<file path="src/rtl/clk_phase_pkg.sv">
package clk_phase_pkg;
  localparam int REG_W     = 32;
  localparam int CODE_W    = 2;
  localparam int MAX_D     = (1 << CODE_W) - 1;
  localparam int NCH       = 2;
  localparam int OUT_LSB   = 8;
  localparam int SMP_LSB   = 20;
  localparam int PH_W      = 11;
  localparam int FULL_TURN = 360;
  localparam int HALF_TURN = FULL_TURN / 2;

  typedef logic [CODE_W-1:0] code_t;

  // bit position of each channel's code inside the shared register
  function automatic int chan_lsb(input int ch);
    return (ch == 0) ? OUT_LSB : SMP_LSB;
  endfunction
endpackage

</file>
<file path="src/rtl/phase_history.sv">
module phase_history #(
  parameter int DEPTH = 3
) (
  input  logic           clk,
  input  logic           rst,
  input  logic           mod_clk,
  output logic [DEPTH:0] taps,
  output logic           rise
);
  logic [DEPTH:1] hist;

  always_ff @(posedge clk) begin
    if (rst) hist <= '0;
    else     hist <= {hist[DEPTH-1:1], mod_clk};
  end

  assign taps = {hist, mod_clk};
  assign rise = mod_clk & ~hist[1];
endmodule

</file>
<file path="src/rtl/phase_tap.sv">
module phase_tap import clk_phase_pkg::*; #(
  parameter int RATIO_W = 8
) (
  input  logic               clk,
  input  logic               rst,
  input  logic               rise,
  input  code_t              code,
  input  logic [RATIO_W-1:0] ratio,
  input  logic [MAX_D:0]     taps,
  output logic               clk_out,
  output logic               act_inv,
  output code_t              act_sh
);
  logic [RATIO_W-1:0] rem;

  always_comb begin
    if (ratio > RATIO_W'(1)) rem = RATIO_W'(code) % ratio;
    else                     rem = '0;
  end

  always_ff @(posedge clk) begin
    if (rst) begin
      act_inv <= 1'b1;
      act_sh  <= '0;
      clk_out <= 1'b0;
    end else begin
      if (rise) begin
        act_inv <= (code == '0);
        act_sh  <= rem[CODE_W-1:0];
      end
      clk_out <= act_inv ? ~taps[0] : taps[act_sh];
    end
  end
endmodule

</file>
<file path="src/rtl/phase_report.sv">
module phase_report import clk_phase_pkg::*; #(
  parameter int RATIO_W = 8
) (
  input  logic               clk,
  input  logic               rst,
  input  code_t              code,
  input  logic [RATIO_W-1:0] ratio,
  output logic [PH_W-1:0]    deg
);
  localparam int CALC_W = RATIO_W + PH_W;

  logic [CALC_W-1:0] step;
  logic [CALC_W-1:0] prod;

  always_comb begin
    if (ratio > RATIO_W'(1))
      step = (CALC_W'(FULL_TURN) + CALC_W'(ratio >> 1)) / CALC_W'(ratio);
    else
      step = '0;
    prod = step * CALC_W'(code);
  end

  always_ff @(posedge clk) begin
    if (rst)               deg <= PH_W'(HALF_TURN);
    else if (code == '0)   deg <= PH_W'(HALF_TURN);
    else                   deg <= prod[PH_W-1:0];
  end
endmodule

</file>
<file path="src/rtl/clk_phase_gen.sv">
module clk_phase_gen import clk_phase_pkg::*; #(
  parameter int RATIO_W = 8
) (
  input  logic               clk,
  input  logic               rst,
  input  logic               mod_clk,
  input  logic [RATIO_W-1:0] div_ratio,
  input  logic               reg_we,
  input  logic [REG_W-1:0]   reg_wmask,
  input  logic [REG_W-1:0]   reg_wdata,
  output logic [REG_W-1:0]   reg_rdata,
  output logic               out_clk,
  output logic               smp_clk,
  output logic [PH_W-1:0]    out_phase_deg,
  output logic [PH_W-1:0]    smp_phase_deg
);
  logic [MAX_D:0]  taps;
  logic            rise;
  code_t           code_q  [NCH];
  logic [NCH-1:0]  clk_vec;
  logic [NCH-1:0]  act_inv;
  code_t           act_sh  [NCH];
  logic [PH_W-1:0] deg_vec [NCH];

  phase_history #(.DEPTH(MAX_D)) u_hist (
    .clk(clk), .rst(rst), .mod_clk(mod_clk), .taps(taps), .rise(rise)
  );

  for (genvar g = 0; g < NCH; g++) begin : g_ch
    localparam int L = chan_lsb(g);

    always_ff @(posedge clk) begin
      if (rst)
        code_q[g] <= '0;
      else if (reg_we)
        code_q[g] <= (code_q[g] & ~reg_wmask[L +: CODE_W]) |
                     (reg_wdata[L +: CODE_W] & reg_wmask[L +: CODE_W]);
    end

    phase_tap #(.RATIO_W(RATIO_W)) u_tap (
      .clk(clk), .rst(rst), .rise(rise), .code(code_q[g]), .ratio(div_ratio),
      .taps(taps), .clk_out(clk_vec[g]), .act_inv(act_inv[g]), .act_sh(act_sh[g])
    );

    phase_report #(.RATIO_W(RATIO_W)) u_rep (
      .clk(clk), .rst(rst), .code(code_q[g]), .ratio(div_ratio), .deg(deg_vec[g])
    );
  end

  always_comb begin
    reg_rdata = '0;
    reg_rdata[OUT_LSB +: CODE_W] = code_q[0];
    reg_rdata[SMP_LSB +: CODE_W] = code_q[1];
  end

  assign out_clk       = clk_vec[0];
  assign smp_clk       = clk_vec[1];
  assign out_phase_deg = deg_vec[0];
  assign smp_phase_deg = deg_vec[1];
endmodule

</file>
<file path="config.mk">
export PLATFORM = sky130hd
export DESIGN_NAME = clk_phase_gen
export DESIGN_NICKNAME = d
export VERILOG_FILES = /design/src/rtl/clk_phase_pkg.sv /design/src/rtl/phase_history.sv /design/src/rtl/phase_tap.sv /design/src/rtl/phase_report.sv /design/src/rtl/clk_phase_gen.sv
export SDC_FILE = /design/constraint.sdc
export NUM_CORES = 1
export LEC_CHECK = 0
export BUFFER_PORTS_ARGS = -buffer_cell sky130_fd_sc_hd__buf_2
export CORE_ASPECT_RATIO = 0.6
export CORE_MARGIN = 1
export CORE_UTILIZATION = 67
export DETAILED_ROUTE_END_ITERATION = 6
export GPL_ROUTABILITY_DRIVEN = 1
export GPL_TIMING_DRIVEN = 1
export PLACE_DENSITY = 0.95
export RECOVER_POWER = 50
export REMOVE_ABC_BUFFERS = 1
export SYNTH_ARGS = -nofsm -noshare
export SYNTH_HDL_FRONTEND = slang
export SYNTH_SLANG_ARGS = --single-unit
</file>
<file path="constraint.sdc">
create_clock -name clk -period 87.2 [get_ports clk]
set_input_delay 8.72 -clock clk [delete_from_list [all_inputs] [get_ports clk]]
set_output_delay 8.72 -clock clk [all_outputs]
set_load 0.01 [all_outputs]
</file>
Word level (Yosys, flattened, before mapping)
Memory sizes are Yosys's and may differ from the RTL's.
Cells that the tools add are included.
{ "classes": {"eq_ne": 0, "n_shift": 0, "n_reduce_logical": 4, "mul": 2, "n_lt_le_gt_ge": 3, "div_mod_pow": 3, "mux": 16, "bitwise_logic": 13, "addsub": 1} }
{ "ops": {"columns": ["op", "count"], "rows": [
  ["$mul 19x2->11", 2],
  ["$div 19x8->19", 1],
  ["$mux 19", 1],
  ["$mod 2x8->8", 2],
  ["$add 9x7->10 const A", 1],
  ["$mux 1", 9],
  ["$and 2x2->2", 4],
  ["$gt 8x1->1 const B", 1],
  ["$mux 2", 4],
  ["$lt 2x3->1 const B", 2],
  ["$bmux 1 s2", 2],
  ["$logic_not 2->1", 2],
  ["$not 2->2", 2],
  ["$or 2x2->2", 2],
  ["$reduce_or 2->1", 2],
  ["$not 1->1", 2],
  ["$or 1x1->1", 2],
  ["$and 1x1->1", 1]
]} }
{ "word_totals": {"word_cells": 52, "romBits": 0, "mem_bits_rw": 4, "out_inout_bits": 56, "ff_bits": 33, "memories": 1, "latch_bits": 0, "in_bits": 76} }
{ "mem_list": {"columns": ["memory", "depth", "word_bits", "read_ports", "rd_ports_with_merged_regs", "write_ports", "line_no", "text"], "rows": [
  ["code_q", 2, 2, 2, 0, 2, "clk_phase_gen.sv:19", "code_t code_q [NCH];"]
]} }

Longest topological paths before layout
Gate-level depths: netlist of the first run.
{ "depth": {"word_depth": 4, "mapped_depth": 211, "depth_no_buf": 202} }

Modules after synthesis
Synthesis of the first run repeated with hierarchy kept, for this count alone.
{ "hier_totals": {"cells_unflattened": 2737, "area_unflattened_um2": 20278.2} }
{ "modules_own_cells": {"columns": ["module", "area_per_inst_um2", "cells_each", "seq_area_each_um2", "instances"], "rows": [
  ["phase_report at g_ch[0].u_rep", 8125.3, 1133, 220.2, 1],
  ["phase_report at g_ch[1].u_rep", 8099.0, 1114, 220.2, 1],
  ["phase_tap at g_ch[0].u_tap", 1775.5, 220, 80.1, 1],
  ["phase_tap at g_ch[1].u_tap", 1774.2, 219, 80.1, 1],
  ["clk_phase_gen", 409.1, 43, 120.1, 1],
  ["phase_history", 95.1, 8, 60.1, 1]
]} }

Worst setup path after synthesis of the first run
No wires, ideal clock.
{ "synth_path": {"path_kind": "input port to flip-flop", "from": "input div_ratio[1]", "to": "register g_ch[0].u_rep.deg[10]", "n_path_buf": 12, "arrival_ps": 49110, "required_time_ps": 87129, "path_stages": 203, "setup_ps": 71, "slack_ps": 38020, "cell_sequence": "inv_1 -> ha_1 -> xor2_1 -> nor4_1 -> ha_1 -> nand2b_1 -> o311a_1 -> and2_1 -> ha_1 -> or3_1 -> o22a_1 -> a22o_1 -> ha_1 -> o21a_1 -> o221ai_2 -> a21oi_1 -> mux2_2 -> ha_1 -> [167 not listed] -> or3b_2 -> a2111o_1 -> nor2b_1 -> ha_1 -> a21o_1 -> a21oi_1 -> nor2b_1 -> o21ai_0 -> nand2b_1 -> a21oi_1 -> nor2_1 -> nor2_1 -> o21bai_1 -> a21oi_1 -> mux2_2 -> o22ai_1 -> nand2_1 -> a21oi_1"} }
{ "synth_between": {"elab_chain_len": 4, "elab_cells_between_ends": 5, "cone_classes": "add/sub: 1; mul: 1; div: 1; order compare: 1; mux: 1"} }
{ "synth_rtl": {"columns": ["element", "line_no", "text"], "rows": [
  ["from (decl)", "clk_phase_gen.sv:7", "input logic [RATIO_W-1:0] div_ratio,"],
  ["$add 9x7->10", "phase_report.sv:17", "step = (CALC_W'(FULL_TURN) + CALC_W'(ratio >> 1)) / CALC_W'(ratio);"],
  ["$div 19x8->19", "phase_report.sv:17", null],
  ["$mux 19 (*)", "phase_report.sv:16", "if (ratio > RATIO_W'(1))"],
  ["$mul 19x2->11 (*)", "phase_report.sv:20", "prod = step * CALC_W'(code);"],
  ["to (signal assigned)", "phase_report.sv:24", "if (rst) deg <= PH_W'(HALF_TURN);"],
  ["to (signal assigned)", "phase_report.sv:25", "else if (code == '0) deg <= PH_W'(HALF_TURN);"],
  ["to (signal assigned)", "phase_report.sv:26", "else deg <= prod[PH_W-1:0];"],
  ["to (decl)", "phase_report.sv:8", "output logic [PH_W-1:0] deg"]
]} }
Mark *: on every way between the ends. The rest lies on a longest branch, timed or not.
A chain may end at the register's enable or synchronous reset.

Worst setup path in the final report of the first run
{ "layout_path": {"from": "input div_ratio[7]", "to": "register g_ch[1].u_rep.deg[10]"} }
{ "layout_between": {"elab_chain_len": 4, "elab_cells_between_ends": 5, "cone_classes": "add/sub: 1; mul: 1; div: 1; order compare: 1; mux: 1"} }
{ "layout_rtl": {"columns": ["element", "line_no"], "rows": [
  ["$add 9x7->10", "phase_report.sv:17"],
  ["$div 19x8->19", "phase_report.sv:17"],
  ["$mux 19 (*)", "phase_report.sv:16"],
  ["$mul 19x2->11 (*)", "phase_report.sv:20"],
  ["to (signal assigned)", "phase_report.sv:24"],
  ["to (signal assigned)", "phase_report.sv:25"],
  ["to (signal assigned)", "phase_report.sv:26"],
  ["to (decl)", "phase_report.sv:8"]
]} }
Marks and branches as above.

==> metrics, run 1 <==
final WL=35,600 um; Post-synth EDFFs=4; Seq cells post-synth=37; area of the multi-input gates=0.0110 mm2; Remaining DRCs=1; Post-CTS Hold Buffers=0; top_reg_cell synth=dfxtp_1; slew margin rel.=0.346; Crit. Startpoint=div_ratio[7]; FF+latch area=781 um2; worst-margin pin slew=0.981 ns; most common cell after layout, fill and taps aside=ha_1; clk_lat worst skew=0.29 ns; Worst Skew=0.00578 ns; Critical Path Start Type=primary input; part of the cycle the worst path needs=0.640; TritonCTS Buffers=5; largest fanout on the critical path=19; initial core utilization=0.698; H-tree Lvls=2; setup TNS=0 ns; Final Wtd Congestion=0.942; RSZ-0062 raised after global routing=false; max_cap viols=0; final-report max-slew violation count=0; final hold vios=0; vias in the first global route=12,321; Hold Path Class=register to register; DR vias=13,084; iteration count of the initial detailed-routing pass=7; Area contributors post-synth=ha_1, nor2_1, dfxtp_1; Antenna diodes=0; chip width=176 um; fillers=1,281; ys async rst share=0; clk buf depth=2; Core Footprint=0.0175 mm2; worst reg2reg startpoint=code_q[1][1]$_SDFFCE_PN0P_; Congestion Overflow GR=0; synth warn=0; DP Wirelength=27,400 um; failing checks=DRC; Synth top area share=0.217; Rows=37; Synth Cell Area=0.0122 mm2; IO Count=132; Die Area=0.0188 mm2; 1st-iter DRT viols=1,586; Routed WL per cell=18.5 um; most used cell, CP=o21a_1; Worst Setup End Kind=register; status=complete, but fails checks; die height=106 um; GRT Total Usage=0.377; post-route ant nets=0; initial antenna violation count=0; Critical Setup Path Class=primary input to register; Final setup viols=0; port bufs=47; commonest cells after routing, fill and taps aside=ha_1, nor2_1, nand2_1; Cells after Synth=1,648; final core occ=0.731; first-pass GRT wire length=58,400 um; via-per-instance ratio=6.79; post-cts resize count=0; layout cells sized above 1=0.0886; clock transition at the registers of the reported paths=0.06 ns; Worst Path Required=87.41 ns; Yosys cell types=101; TritonCTS Sinks=37; minimum clock period=55.81 ns; Final #Nets=1,983; Synth area leader=ha_1; Slowest-stage cell, CP=or4_1; crit path DAT=56.03 ns; syn avg cell area=7.40 um2; CTS root buf=clkbuf_16; Fmax=0.0179 GHz; sequential fraction of the synthesis area=0.0640; largest net degree at the start of global routing=42; synthesis-to-finish area growth=4.59%; Setup Fix Bufs, Post-CTS=0; worst hold start=g_ch[1].u_tap.act_inv$_SDFFE_PP1P_; TritonCTS clock tree=done; CP max stage delay=0.79 ns
cell type report:
type | count | area share
Tap cell | 234 | 0.0230
Multi-Input combinational cell | 1528 | 0.861
Clock buffer | 6 | 0.0109
Inverter | 57 | 0.0168
Clock inverter | 2 | 0.00108
Sequential cell | 37 | 0.0612
Timing Repair Buffer | 63 | 0.0259
registers in the layout, summed over array words and instances (netlist names):
signal,cells
u_hist.hist,3
g_ch.u_rep.deg,22
g_ch.u_tap.clk_out,2
code_q,4
g_ch.u_tap.act_inv,2
g_ch.u_tap.act_sh,4
logic make-up (layout without fill, tap and decap cells):
family,count (synthesis),in the layout,synth area share
and+or+nand+nor,610,610,0.246
AOI/OAI and AO/OA,497,497,0.282
adders and majority gates,216,216,0.224
buffers and inverters,120,128,0.0472
xor gates and xnor gates,88,88,0.0632
muxes,79,79,0.0727
DFF,37,37,0.0640
other,1,38,0.000308
metal layers:
metal / GRT usage / vias up / routed length (um)
li1: - / 6204 / -
met5: 0 / - / 0
met4: 0.121 / 0 / 1140
met1: 0.507 / 5973 / 15300
met2: 0.587 / 777 / 14800
met3: 0.0898 / 130 / 4420
worst paths after layout:
check,cells past startpoint,slack [ns],endpoint
max,200,31.39,g_ch[1].u_rep.deg[10]$_SDFF_PP0_
max reg2reg,51,75.06,g_ch[1].u_tap.act_sh[0]$_SDFFE_PP0P_
min,1,0.49,g_ch[1].u_tap.act_inv$_SDFFE_PP1P_
min reg2reg,1,0.49,g_ch[1].u_tap.act_inv$_SDFFE_PP1P_
cell usage after synthesis (32+ instances only):
| cell type | instances |
|---|---|
| xnor2_1 | 66 |
| inv_1 | 55 |
| ha_1 | 211 |
| nor2_1 | 184 |
| o21a_1 | 69 |
| nor3_1 | 102 |
| a21oi_1 | 117 |
| a21o_1 | 32 |
| o31ai_1 | 45 |
| dfxtp_1 | 33 |
| nand2_1 | 121 |
| o21ai_0 | 76 |
| nand2b_1 | 35 |
| mux2_2 | 42 |
| nor2b_1 | 32 |
| mux2i_1 | 33 |
worst max-delay path: cells and delay by family:
family / cells / cell delay [ns]
AO/OA/AOI/OAI: 105 / 24.46
multiplexers: 6 / 1.86
buffers and inverters: 8 / 1.68
AND/OR/NAND/NOR: 63 / 13.62
adder cells (fa/ha/maj): 18 / 5.64
per-stage QoR:
stage | hold slack (ns) | instance area, um2 | std cells | setup WS, ns
after floorplan | 0.449 | 12000 | 1622 | 37.72
after global placement | 0.470 | 12600 | 1919 | 34.77
after detailed placement | 0.479 | 12600 | 1919 | 32.92
after CTS | 0.492 | 12800 | 1927 | 33.02
after global routing | 0.510 | 12700 | 1927 | 28.46
final | 0.490 | 12700 | 1927 | 31.39
Power of run 1 is not shown: default switching activity piles up to over one toggle a cycle in this logic, so the estimate is an artifact.
==> run 2, diff against run 1 <==
--- a/config.mk
+++ b/config.mk
@@ -5,14 +5,15 @@
 export SDC_FILE = /design/constraint.sdc
 export NUM_CORES = 1
 export LEC_CHECK = 0
+export ABC_AREA = 1
 export BUFFER_PORTS_ARGS = -buffer_cell sky130_fd_sc_hd__buf_2
 export CORE_ASPECT_RATIO = 0.6
 export CORE_MARGIN = 1
-export CORE_UTILIZATION = 67
+export CORE_UTILIZATION = 63
 export DETAILED_ROUTE_END_ITERATION = 6
 export GPL_ROUTABILITY_DRIVEN = 1
 export GPL_TIMING_DRIVEN = 1
-export PLACE_DENSITY = 0.95
+export PLACE_DENSITY = 0.91
 export RECOVER_POWER = 50
 export REMOVE_ABC_BUFFERS = 1
 export SYNTH_ARGS = -nofsm -noshare
==> constraint.sdc (replaced) <==
create_clock -name clk -period 52.5 [get_ports clk]
set_input_delay 5.25 -clock clk [delete_from_list [all_inputs] [get_ports clk]]
set_output_delay 5.25 -clock clk [all_outputs]
set_load 0.01 [all_outputs]
==> metrics, run 2 <==
status=complete, but fails checks; failing checks=DRC; final hold vios=0 (unchanged); sequential fraction of the synthesis area=0.0618 (-0.00229); Synth area leader=ha_1; Setup Fix Bufs, Post-CTS=0 (unchanged); crit path DAT=45.13 ns (-10.90 ns); Core Footprint=0.0193 mm2 (+11%); most common cell after layout, fill and taps aside=nand2_1; H-tree Lvls=2 (unchanged); Rows=39 (+5.4%); most used cell, CP=nand2_1; setup TNS=0 ns (unchanged); CTS root buf=clkbuf_16; chip width=185 um (+5.0%); Remaining DRCs=2 (+1); Cells after Synth=2,094 (+27%); Critical Path Start Type=primary input; Final setup viols=0 (unchanged); most common cell in the synthesized netlist=nand2_1; vias in the first global route=12,521 (+1.6%); post-cts resize count=0 (unchanged); synth warn=0 (unchanged); Post-CTS Hold Buffers=0 (unchanged); Synth top area share=0.209 (-0.00774); TritonCTS clock tree=done; iteration count of the initial detailed-routing pass=7 (unchanged); Final #Nets=2,429 (+22%); Post-synth EDFFs=4 (unchanged); IO Count=132 (unchanged); final WL=35,100 um (-1.6%); largest fanout on the critical path=35 (+16); Seq cells post-synth=37 (unchanged); biggest regs=g_ch.u_rep.deg x22, code_q x4, g_ch.u_tap.act_sh x4; layout cells sized above 1=0.0725 (-0.0161); Area contributors post-synth=ha_1, nand2_1, inv_1; Worst Skew=0.0107 ns (+0.00494 ns); Fmax=0.0223 GHz; clk buf depth=2 (unchanged); top_reg_cell synth=dfxtp_1; final core occ=0.684 (-0.0470); fillers=1,716 (+34%); Yosys cell types=55 (-46%); Final Wtd Congestion=0.971 (+3.2%); Synth Cell Area=0.0126 mm2 (+3.7%); port bufs=47 (unchanged); die height=112 um (+4.9%); Worst Setup End Kind=register; DP Wirelength=27,800 um (+1.4%); commonest cells after routing, fill and taps aside=nand2_1, inv_1, nor2_1; final hold slack=0.460 ns (-0.0299 ns); Routed WL per cell=14.6 um (-21%); final-report max-slew violation count=0 (unchanged); synthesis-to-finish area growth=4.47%; clock transition at the registers of the reported paths=0.06 ns (about the same); 1st-iter DRT viols=1,350 (-15%); Slowest-stage cell, CP=nor2_1; ys async rst share=0 (unchanged); DR vias=13,811 (+5.6%); TritonCTS Sinks=37 (unchanged); Critical Setup Path Class=primary input to register; TritonCTS Buffers=5 (unchanged); Hold Path Class=register to register; post-route ant nets=0 (unchanged); first-pass GRT wire length=57,400 um (-1.8%); RSZ-0062 raised after global routing=false; part of the cycle the worst path needs=0.856; Die Area=0.0207 mm2 (+10%); max reg flops=22 (unchanged); Worst Path Required=52.69 ns (-34.72 ns); initial antenna violation count=1 (+1); max_cap viols=0 (unchanged); CP max stage delay=0.62 ns (-0.17 ns); largest net degree at the start of global routing=39 (-7.1%); worst-margin pin slew=0.763 ns (-0.219 ns); Post-synth top cells=nand2_1, inv_1, nor2_1; minimum clock period=44.94 ns; Reg with most FFs=g_ch.u_rep.deg; GRT Total Usage=0.337 (-0.0395); Congestion Overflow GR=0 (unchanged); initial core utilization=0.654 (-0.0442); syn avg cell area=6.04 um2 (-18%); clk_lat worst skew=0.31 ns (+0.02 ns); via-per-instance ratio=5.74 (-15%); slew margin rel.=0.490 (+0.144)
==> run 2: cell types whose count changed in the layout (fill, tap and decap cells not counted), moves of 34 or more <==
cell,delta
inv_1,+238
nand2b_1,-35
nand3_1,+99
nand2_1,+372
xor2_1,+48
o21ai_0,+64
o21a_1,-58
mux2_2,-42
nor2_1,+34
nor3_1,-81
==> run 2: critical path: cells and delay by family <==
family	cells	cell delay [ns]
XOR/XNOR	1	0.18
buffers and inverters	43	4.75
AND/OR/NAND/NOR	106	14.42
adder cells (fa/ha/maj)	20	6.35
AO/OA/AOI/OAI	78	14.14
==> run 2: worst paths after layout <==
kind / cells past startpoint / to / slack (ns) / startpoint
worst min-delay path: 2 / u_hist.hist[3]$_SDFF_PP0_ / 0.46 / u_hist.hist[2]$_SDFF_PP0_
worst max-delay path: 248 / g_ch[1].u_rep.deg[9]$_SDFF_PP0_ / 7.56 / div_ratio[1]
worst max register to register: 58 / g_ch[0].u_tap.act_sh[1]$_SDFFE_PP0P_ / 41.74 / code_q[0][0]$_SDFFCE_PN0P_
worst min register to register: 2 / u_hist.hist[3]$_SDFF_PP0_ / 0.46 / u_hist.hist[2]$_SDFF_PP0_
==> run 2: kinds of logic after synthesis <==
kind of cell | after synthesis | synth area share
other | 1 | 0.000297
adder cells (fa/ha/maj) | 215 | 0.215
AND/OR/NAND/NOR | 1003 | 0.364
AO/OA/AOI/OAI | 358 | 0.159
buffers and inverters | 363 | 0.118
XOR/XNOR | 116 | 0.0804
flip-flops | 37 | 0.0618
multiplexers | 1 | 0.000792
==> run 2: routing by layer <==
| layer | part of all wire | up-vias | global-route usage |
|---|---|---|---|
| li1 | - | 6891 | - |
| met1 | 0.45 | 6150 | 0.481 |
| met2 | 0.41 | 677 | 0.508 |
| met3 | 0.12 | 93 | 0.0703 |
| met4 | 0.023 | 0 | 0.0904 |
| met5 | 0 | - | 0 |
==> run 2: area by class of cell <==
cell class	count	area (um2)	share of cell area
multi-input combinational	1731	10500	0.795
clock buffer	8	168	0.0127
antenna	1	2.50	0.000189
sequential	37	781	0.0591
tap	266	333	0.0252
inverter	310	1170	0.0883
timing repair buffer	53	255	0.0193
==> run 2: stage by stage <==
step / setup slack (ns) / cells / instance area [um2]
floorplan: 14.79 / 2078 / 12400
finish: 7.56 / 2406 / 13200
CTS: 8.55 / 2405 / 13200
detailed placement: 8.34 / 2397 / 13100
global placement: 9.78 / 2397 / 13100
global route: 3.77 / 2406 / 13200
Power of run 2 is left out for the same reason.
